$ cat src/rtl/dbgpkt_pkg.sv
package dbgpkt_pkg;

  localparam logic [7:0] CH_CR     = 8'h0D;
  localparam logic [7:0] CH_LF     = 8'h0A;
  localparam logic [7:0] CH_START  = 8'h24;
  localparam logic [7:0] CH_KIND   = 8'h4F;
  localparam logic [7:0] CH_HASH   = 8'h23;
  localparam logic [7:0] CH_ACK    = 8'h2B;
  localparam logic [7:0] CH_BREAK  = 8'h03;

  // Strobes from control to datapath
  typedef struct packed {
    logic wrEn;      // store inData at the fill position
    logic clrLine;   // empty the line buffer
    logic startPkt;  // rewind read pointer, seed checksum
    logic addSum;    // add the accepted tx byte to the checksum
    logic nextByte;  // step the read pointer
  } dpCtrl_t;

  function automatic logic [7:0] hexChar(input logic [3:0] n);
    return (n < 4'd10) ? (8'h30 + {4'h0, n}) : (8'h37 + {4'h0, n});
  endfunction

endpackage

$ cat src/rtl/dbgpkt_datapath.sv
module dbgpkt_datapath
  import dbgpkt_pkg::*;
#(
  parameter int LINE_DEPTH = 100
) (
  input  logic       clk,
  input  logic       rstN,
  input  dpCtrl_t    ctrl,
  input  logic [7:0] inData,
  input  logic [7:0] txByte,
  output logic [7:0] rdByte,
  output logic [7:0] sumOut,
  output logic       lastByte,
  output logic       fillNext
);

  localparam int IDX_W = (LINE_DEPTH > 1) ? $clog2(LINE_DEPTH) : 1;
  localparam int CNT_W = $clog2(LINE_DEPTH + 1);

  logic [7:0]       lineMem [LINE_DEPTH];
  logic [CNT_W-1:0] fillCnt;
  logic [IDX_W-1:0] rdIdx;
  logic [7:0]       sumReg;

  always_ff @(posedge clk) begin
    if (ctrl.wrEn) lineMem[fillCnt[IDX_W-1:0]] <= inData;
  end

  always_ff @(posedge clk) begin
    if (!rstN) begin
      fillCnt <= '0;
      rdIdx   <= '0;
      sumReg  <= '0;
    end else begin
      if (ctrl.clrLine)      fillCnt <= '0;
      else if (ctrl.wrEn)    fillCnt <= fillCnt + 1'b1;
      if (ctrl.startPkt)     rdIdx <= '0;
      else if (ctrl.nextByte) rdIdx <= rdIdx + 1'b1;
      if (ctrl.startPkt)     sumReg <= CH_KIND;
      else if (ctrl.addSum)  sumReg <= sumReg + txByte;
    end
  end

  assign rdByte   = lineMem[rdIdx];
  assign sumOut   = sumReg;
  assign lastByte = (CNT_W'(rdIdx) + 1'b1) == fillCnt;
  assign fillNext = fillCnt == CNT_W'(LINE_DEPTH - 1);

  // occupancy never exceeds the buffer depth
  p_count_bound_r2: assert property (@(posedge clk) disable iff (!rstN)
    fillCnt <= CNT_W'(LINE_DEPTH));

  // a carriage return is never written
  p_no_cr_store_r1: assert property (@(posedge clk) disable iff (!rstN)
    ctrl.wrEn |-> inData != CH_CR);

  // payload reads stay inside the stored line
  p_read_in_line_r3: assert property (@(posedge clk) disable iff (!rstN)
    ctrl.nextByte |-> (CNT_W'(rdIdx) + 1'b1) < fillCnt);

endmodule

$ cat src/rtl/dbgpkt_control.sv
module dbgpkt_control
  import dbgpkt_pkg::*;
(
  input  logic       clk,
  input  logic       rstN,
  input  logic [7:0] inData,
  input  logic       inValid,
  output logic       inReady,
  output logic [7:0] txData,
  output logic       txValid,
  input  logic       txReady,
  input  logic [7:0] rxData,
  input  logic       rxValid,
  input  logic       ackBypass,
  output logic       breakReq,
  input  logic [7:0] rdByte,
  input  logic [7:0] sumIn,
  input  logic       lastByte,
  input  logic       fillNext,
  output dpCtrl_t    ctrl
);

  typedef enum logic [3:0] {
    S_COLLECT, S_START, S_KIND, S_HI, S_LO, S_HASH, S_SUMHI, S_SUMLO, S_WAIT
  } state_t;

  state_t state, stateNext;
  logic   breakNext;
  logic   txAcc;

  assign inReady = (state == S_COLLECT);
  assign txValid = (state != S_COLLECT) && (state != S_WAIT);
  assign txAcc   = txValid && txReady;

  always_comb begin
    unique case (state)
      S_START: txData = CH_START;
      S_KIND:  txData = CH_KIND;
      S_HI:    txData = hexChar(rdByte[7:4]);
      S_LO:    txData = hexChar(rdByte[3:0]);
      S_HASH:  txData = CH_HASH;
      S_SUMHI: txData = hexChar(sumIn[7:4]);
      S_SUMLO: txData = hexChar(sumIn[3:0]);
      default: txData = 8'h00;
    endcase
  end

  always_comb begin
    stateNext = state;
    ctrl      = '0;
    breakNext = 1'b0;
    unique case (state)
      S_COLLECT: if (inValid && inData != CH_CR) begin
        ctrl.wrEn = 1'b1;
        if (inData == CH_LF || fillNext) stateNext = S_START;
      end
      S_START: if (txAcc) begin
        ctrl.startPkt = 1'b1;
        stateNext     = S_KIND;
      end
      S_KIND: if (txAcc) stateNext = S_HI;
      S_HI: if (txAcc) begin
        ctrl.addSum = 1'b1;
        stateNext   = S_LO;
      end
      S_LO: if (txAcc) begin
        ctrl.addSum = 1'b1;
        if (lastByte) stateNext = S_HASH;
        else begin
          ctrl.nextByte = 1'b1;
          stateNext     = S_HI;
        end
      end
      S_HASH:  if (txAcc) stateNext = S_SUMHI;
      S_SUMHI: if (txAcc) stateNext = S_SUMLO;
      S_SUMLO: if (txAcc) begin
        if (ackBypass) begin
          ctrl.clrLine = 1'b1;
          stateNext    = S_COLLECT;
        end else stateNext = S_WAIT;
      end
      S_WAIT: if (rxValid) begin
        if (rxData == CH_ACK) begin
          ctrl.clrLine = 1'b1;
          stateNext    = S_COLLECT;
        end else if (rxData == CH_BREAK) begin
          ctrl.clrLine = 1'b1;
          breakNext    = 1'b1;
          stateNext    = S_COLLECT;
        end else stateNext = S_START;
      end
      default: stateNext = S_COLLECT;
    endcase
  end

  always_ff @(posedge clk) begin
    if (!rstN) begin
      state    <= S_COLLECT;
      breakReq <= 1'b0;
    end else begin
      state    <= stateNext;
      breakReq <= breakNext;
    end
  end

  // an offered byte is held until taken
  p_tx_hold_r10: assert property (@(posedge clk) disable iff (!rstN)
    txValid && !txReady |=> txValid && $stable(txData));

  // never accept console input while a packet is in flight
  p_busy_r9: assert property (@(posedge clk) disable iff (!rstN)
    txValid |-> !inReady);

  // break request is a single-cycle pulse caused by a received 0x03
  p_break_pulse_r6: assert property (@(posedge clk) disable iff (!rstN)
    breakReq |=> !breakReq);
  p_break_cause_r6: assert property (@(posedge clk) disable iff (!rstN)
    $rose(breakReq) |-> $past(rxValid) && $past(rxData) == CH_BREAK);

  // every packet opens with the start character
  p_pkt_start_r3: assert property (@(posedge clk) disable iff (!rstN)
    $rose(txValid) |-> txData == CH_START);

endmodule

$ cat src/rtl/dbg_console_packer.sv
module dbg_console_packer
  import dbgpkt_pkg::*;
#(
  parameter int LINE_DEPTH = 100
) (
  input  logic       clk,
  input  logic       rstN,
  input  logic [7:0] inData,
  input  logic       inValid,
  output logic       inReady,
  output logic [7:0] txData,
  output logic       txValid,
  input  logic       txReady,
  input  logic [7:0] rxData,
  input  logic       rxValid,
  input  logic       ackBypass,
  output logic       breakReq
);

  dpCtrl_t    ctrl;
  logic [7:0] rdByte;
  logic [7:0] sumVal;
  logic       lastByte;
  logic       fillNext;

  dbgpkt_control u_ctrl (
    .clk(clk), .rstN(rstN),
    .inData(inData), .inValid(inValid), .inReady(inReady),
    .txData(txData), .txValid(txValid), .txReady(txReady),
    .rxData(rxData), .rxValid(rxValid), .ackBypass(ackBypass),
    .breakReq(breakReq),
    .rdByte(rdByte), .sumIn(sumVal), .lastByte(lastByte), .fillNext(fillNext),
    .ctrl(ctrl)
  );

  dbgpkt_datapath #(.LINE_DEPTH(LINE_DEPTH)) u_dp (
    .clk(clk), .rstN(rstN), .ctrl(ctrl),
    .inData(inData), .txByte(txData),
    .rdByte(rdByte), .sumOut(sumVal), .lastByte(lastByte), .fillNext(fillNext)
  );

endmodule

$ cat config.mk
export PLATFORM = sky130hd
export DESIGN_NAME = dbg_console_packer
export DESIGN_NICKNAME = d
export VERILOG_FILES = /design/src/rtl/dbgpkt_pkg.sv /design/src/rtl/dbgpkt_datapath.sv /design/src/rtl/dbgpkt_control.sv /design/src/rtl/dbg_console_packer.sv
export SDC_FILE = /design/constraint.sdc
export NUM_CORES = 1
export LEC_CHECK = 0
export ABC_CLOCK_PERIOD_IN_PS = 5110
export BUFFER_PORTS_ARGS = -buffer_cell sky130_fd_sc_hd__buf_2
export CELL_PAD_IN_SITES_DETAIL_PLACEMENT = 0
export CELL_PAD_IN_SITES_GLOBAL_PLACEMENT = 1
export CORE_UTILIZATION = 55
export CTS_CLUSTER_DIAMETER = 100
export DETAILED_ROUTE_END_ITERATION = 10
export PLACE_DENSITY_LB_ADDON = 0.12
export SETUP_SLACK_MARGIN = 0.2
export SLEW_MARGIN = 20
export SYNTH_ARGS = -nofsm -noshare
export SYNTH_HDL_FRONTEND = slang
export SYNTH_HIERARCHICAL = 1
export SYNTH_SLANG_ARGS = --single-unit
export TNS_END_PERCENT = 1
$ cat constraint.sdc
create_clock -name clk -period 5.11 [get_ports clk]
set_clock_uncertainty 0.2 [all_clocks]
set_input_delay 1.533 -clock clk [delete_from_list [all_inputs] [get_ports clk]]
set_output_delay 1.533 -clock clk [all_outputs]
set_load 0.02 [all_outputs]
==> metrics.cfg <==
[cells_and_area]
antenna_cells=0
drive_gt1_share_pct=30.9
synthToLayoutAreaGrowth_pct=16.6
fin_util_pct=64.8
layout_commonest_cell=edfxtp_1
final_cell_mix=edfxtp_1 (800), mux4_2 (215), buf_4 (167), nor2_1 (139), clkbuf_16 (85)
final_cells=2787
nFillCells=4058
nNetsFinal=1974

[min_path]
hold_depth=2
min_path_type=reg2reg

[critical_path]
cp.required_ps=3380
end_kind=primary output
crit_type=reg2out
reg2reg_depth=25
worst_setup_path_start_kind=flop
worstPathMaxFanout=8
worstPathArrival_ps=4100

[routing]
finalWirelength_mm=77.8
firstDrtPassIters=7
drc=0
ant_nets=0
vias_per_cell=6.16
wl_per_cell_um=27.9
detail_route.iter0.violations=1701
route.vias.total=17176

[global_routing]
grt_pass1_wl_mm=115
grt_pass1_vias=17555
grt_usage_pct=25.8
grt_antenna_before_repair=0
grt.overflow.total=0
grt_max_degree=102

[place]
dp_hpwl_mm=49.0
gp_congestion=0.847
pre_cts_ws_ps=-426
dp.cells=2603
port_buffers=31

[pwr]
pwr_density_cell_nw_per_um2=353
ir_drop_v=0.000251
p_leak_nw=12.2
intPower_mw=11.0
seq_power_share_pct=54.5
p_clk_share_pct=43.5
p_switching_mw=2.72
power_mw=13.8
combPwrFrac_pct=1.9
swShare_pct=19.8

[logic_synthesis]
syn_nets=1758
yosysUniqueCellTypes=64
synth_seq_area_share_pct=73.8
synthArstFlopShare_pct=0
ys_ff_latch=834
synth_edf_count=800
yosys_warnings=6
syn_area_per_cell_um2=19.4
netlist_instances=1722
synth_ff_type=edfxtp_1
netlist_area_um2=33500

[die]
start_util_pct=55.6
die_w_um=249
die_h_um=249
core_um2=60200
io-pin-count=33
dieArea_um2=61800
rows=90

[sta]
tightest_slew_ps=1160
setup_viol=9
layout_min_cycle_time_ps=5830
slew_headroom_pct=22.5
hold_violations=0
rsz0062_at_grt=true
report.final.slew_viol_count=0
min_period_over_period_pct=114
fin_ws_ps=-719
max_freq_mhz=172

[status]
violations=negative setup slack
status=finished with violations

[clocking]
max-clock-path-buffers=3
cts_made_buffers=83
numClockSinks=834
root_buffer=clkbuf_16
htreeDepth=3
cts_tree=built
path_clk_slew_ps=60
clk_latency_ps=630

[job]
drv_cap=0

==> worst max-delay path, cell delays in order (launching register included) <==
cell	delay, ps
dfxtp_4	420
buf_12	150
buf_12	110
buf_12	120
mux4_2	510
mux4_2	550
o21ai_2	160
buf_4	150
nor3_2	50
inv_1	50
ha_1	200
and2_1	170
o32ai_2	240
a31oi_1	90
o221ai_2	260
buf_4	190
==> sequential cells by signal (all words and copies together) (netlist names), named ones only <==
signal,count
u_ctrl/state,4
u_ctrl/breakReq,1
u_dp/lineMem,800
u_dp/fillCnt,7
u_dp/sumOut,8
u_dp/rdIdx,7
==> stage by stage <==
stage / hold WS (ps) / area (µm²) / TNS [ps]
global route: 417 / 39000 / -5670
floorplan: 306 / 33500 / 0
global placement: 343 / 35700 / -2390
detailed placement: 365 / 35700 / -2540
finish: 380 / 39000 / -3800
CTS: 386 / 38900 / -3810
==> area by class of cell <==
type	instances	area [µm²]	share of cell area (%)
repair buffers	222	2060	5.28
clock buffers	100	2200	5.65
flip-flops and latches	834	24700	63.3
multi-input cells	777	8530	21.9
clock inverters	52	467	1.20
well taps	782	978	2.51
inverters	20	75.1	0.192
==> layer usage <==
layer	routed length, µm	track usage (%)	up-vias
li1	-	-	7474
met1	33000	37.3	9000
met2	37100	40.4	596
met3	5740	4.72	106
met4	1940	8.36	0
met5	0	0	-
==> worst paths after layout <==
kind,start,to,slack [ps]
worst max register to register,flop,u_dp/sumOut[7],-120
worst min register to register,u_dp/rdIdx[6],flop,380
worst max-delay path,flop,txData[1],-720
worst min-delay path,u_dp/rdIdx[6],flop,380
==> synth_stat cells, types with 10 or more instances <==
| cell | n | share of area, % |
|---|---|---|
| a22oi_1 | 19 | 0.43 |
| xnor2_1 | 14 | 0.37 |
| clkbuf_1 | 44 | 0.49 |
| dfxtp_1 | 34 | 2.0 |
| mux4_2 | 215 | 14 |
| o22ai_1 | 21 | 0.39 |
| buf_2 | 23 | 0.34 |
| a21oi_1 | 28 | 0.42 |
| nand2_1 | 58 | 0.65 |
| edfxtp_1 | 800 | 72 |
| nor2_1 | 142 | 1.6 |
| mux2i_1 | 51 | 1.5 |
| inv_1 | 20 | 0.22 |
| nand2b_1 | 11 | 0.21 |
| nor3_1 | 17 | 0.25 |
| o21ai_0 | 37 | 0.55 |
| buf_1 | 10 | 0.11 |
| nor2b_1 | 19 | 0.36 |
| xor2_1 | 17 | 0.44 |
| buf_4 | 14 | 0.31 |
| nand3_1 | 22 | 0.33 |
| ha_1 | 13 | 0.49 |
==> kinds of logic (layout without fill, tap and decap cells) <==
family / after synthesis / in the layout / share of synthesized area (%)
mux: 267 / 267 / 16.0
fa+ha+maj: 14 / 14 / 0.546
flops: 834 / 834 / 73.8
buf+inv: 111 / 394 / 1.49
simple gates: 314 / 314 / 4.40
xor+xnor: 31 / 31 / 0.811
other cells: 1 / 1 / 0.0112
compound gates: 150 / 150 / 2.90
==> power by group through the flow <==
stage          clock (mW)  combinational (mW)  sequential [mW]
2_1_floorplan           0              0.0763             7.65
3_3_place_gp            0               0.246             7.65
3_5_place_dp            0               0.255             7.65
4_1_cts              6.09               0.263             7.51
5_1_grt              6.33               0.284             7.51
6_report             6.00               0.263             7.51
==> repair_timing <==
| action | CTS | global route |
|---|---|---|
| hold buffers | 0 | 0 |
| setup buffers | 26 | 3 |
| resized for setup | 68 | 15 |
| cloned | 3 | 0 |
| pin swaps | 14 | 3 |
| setup endpoints to repair | 14 | 14 |
Note: power is estimated with default switching activity, not from simulation.
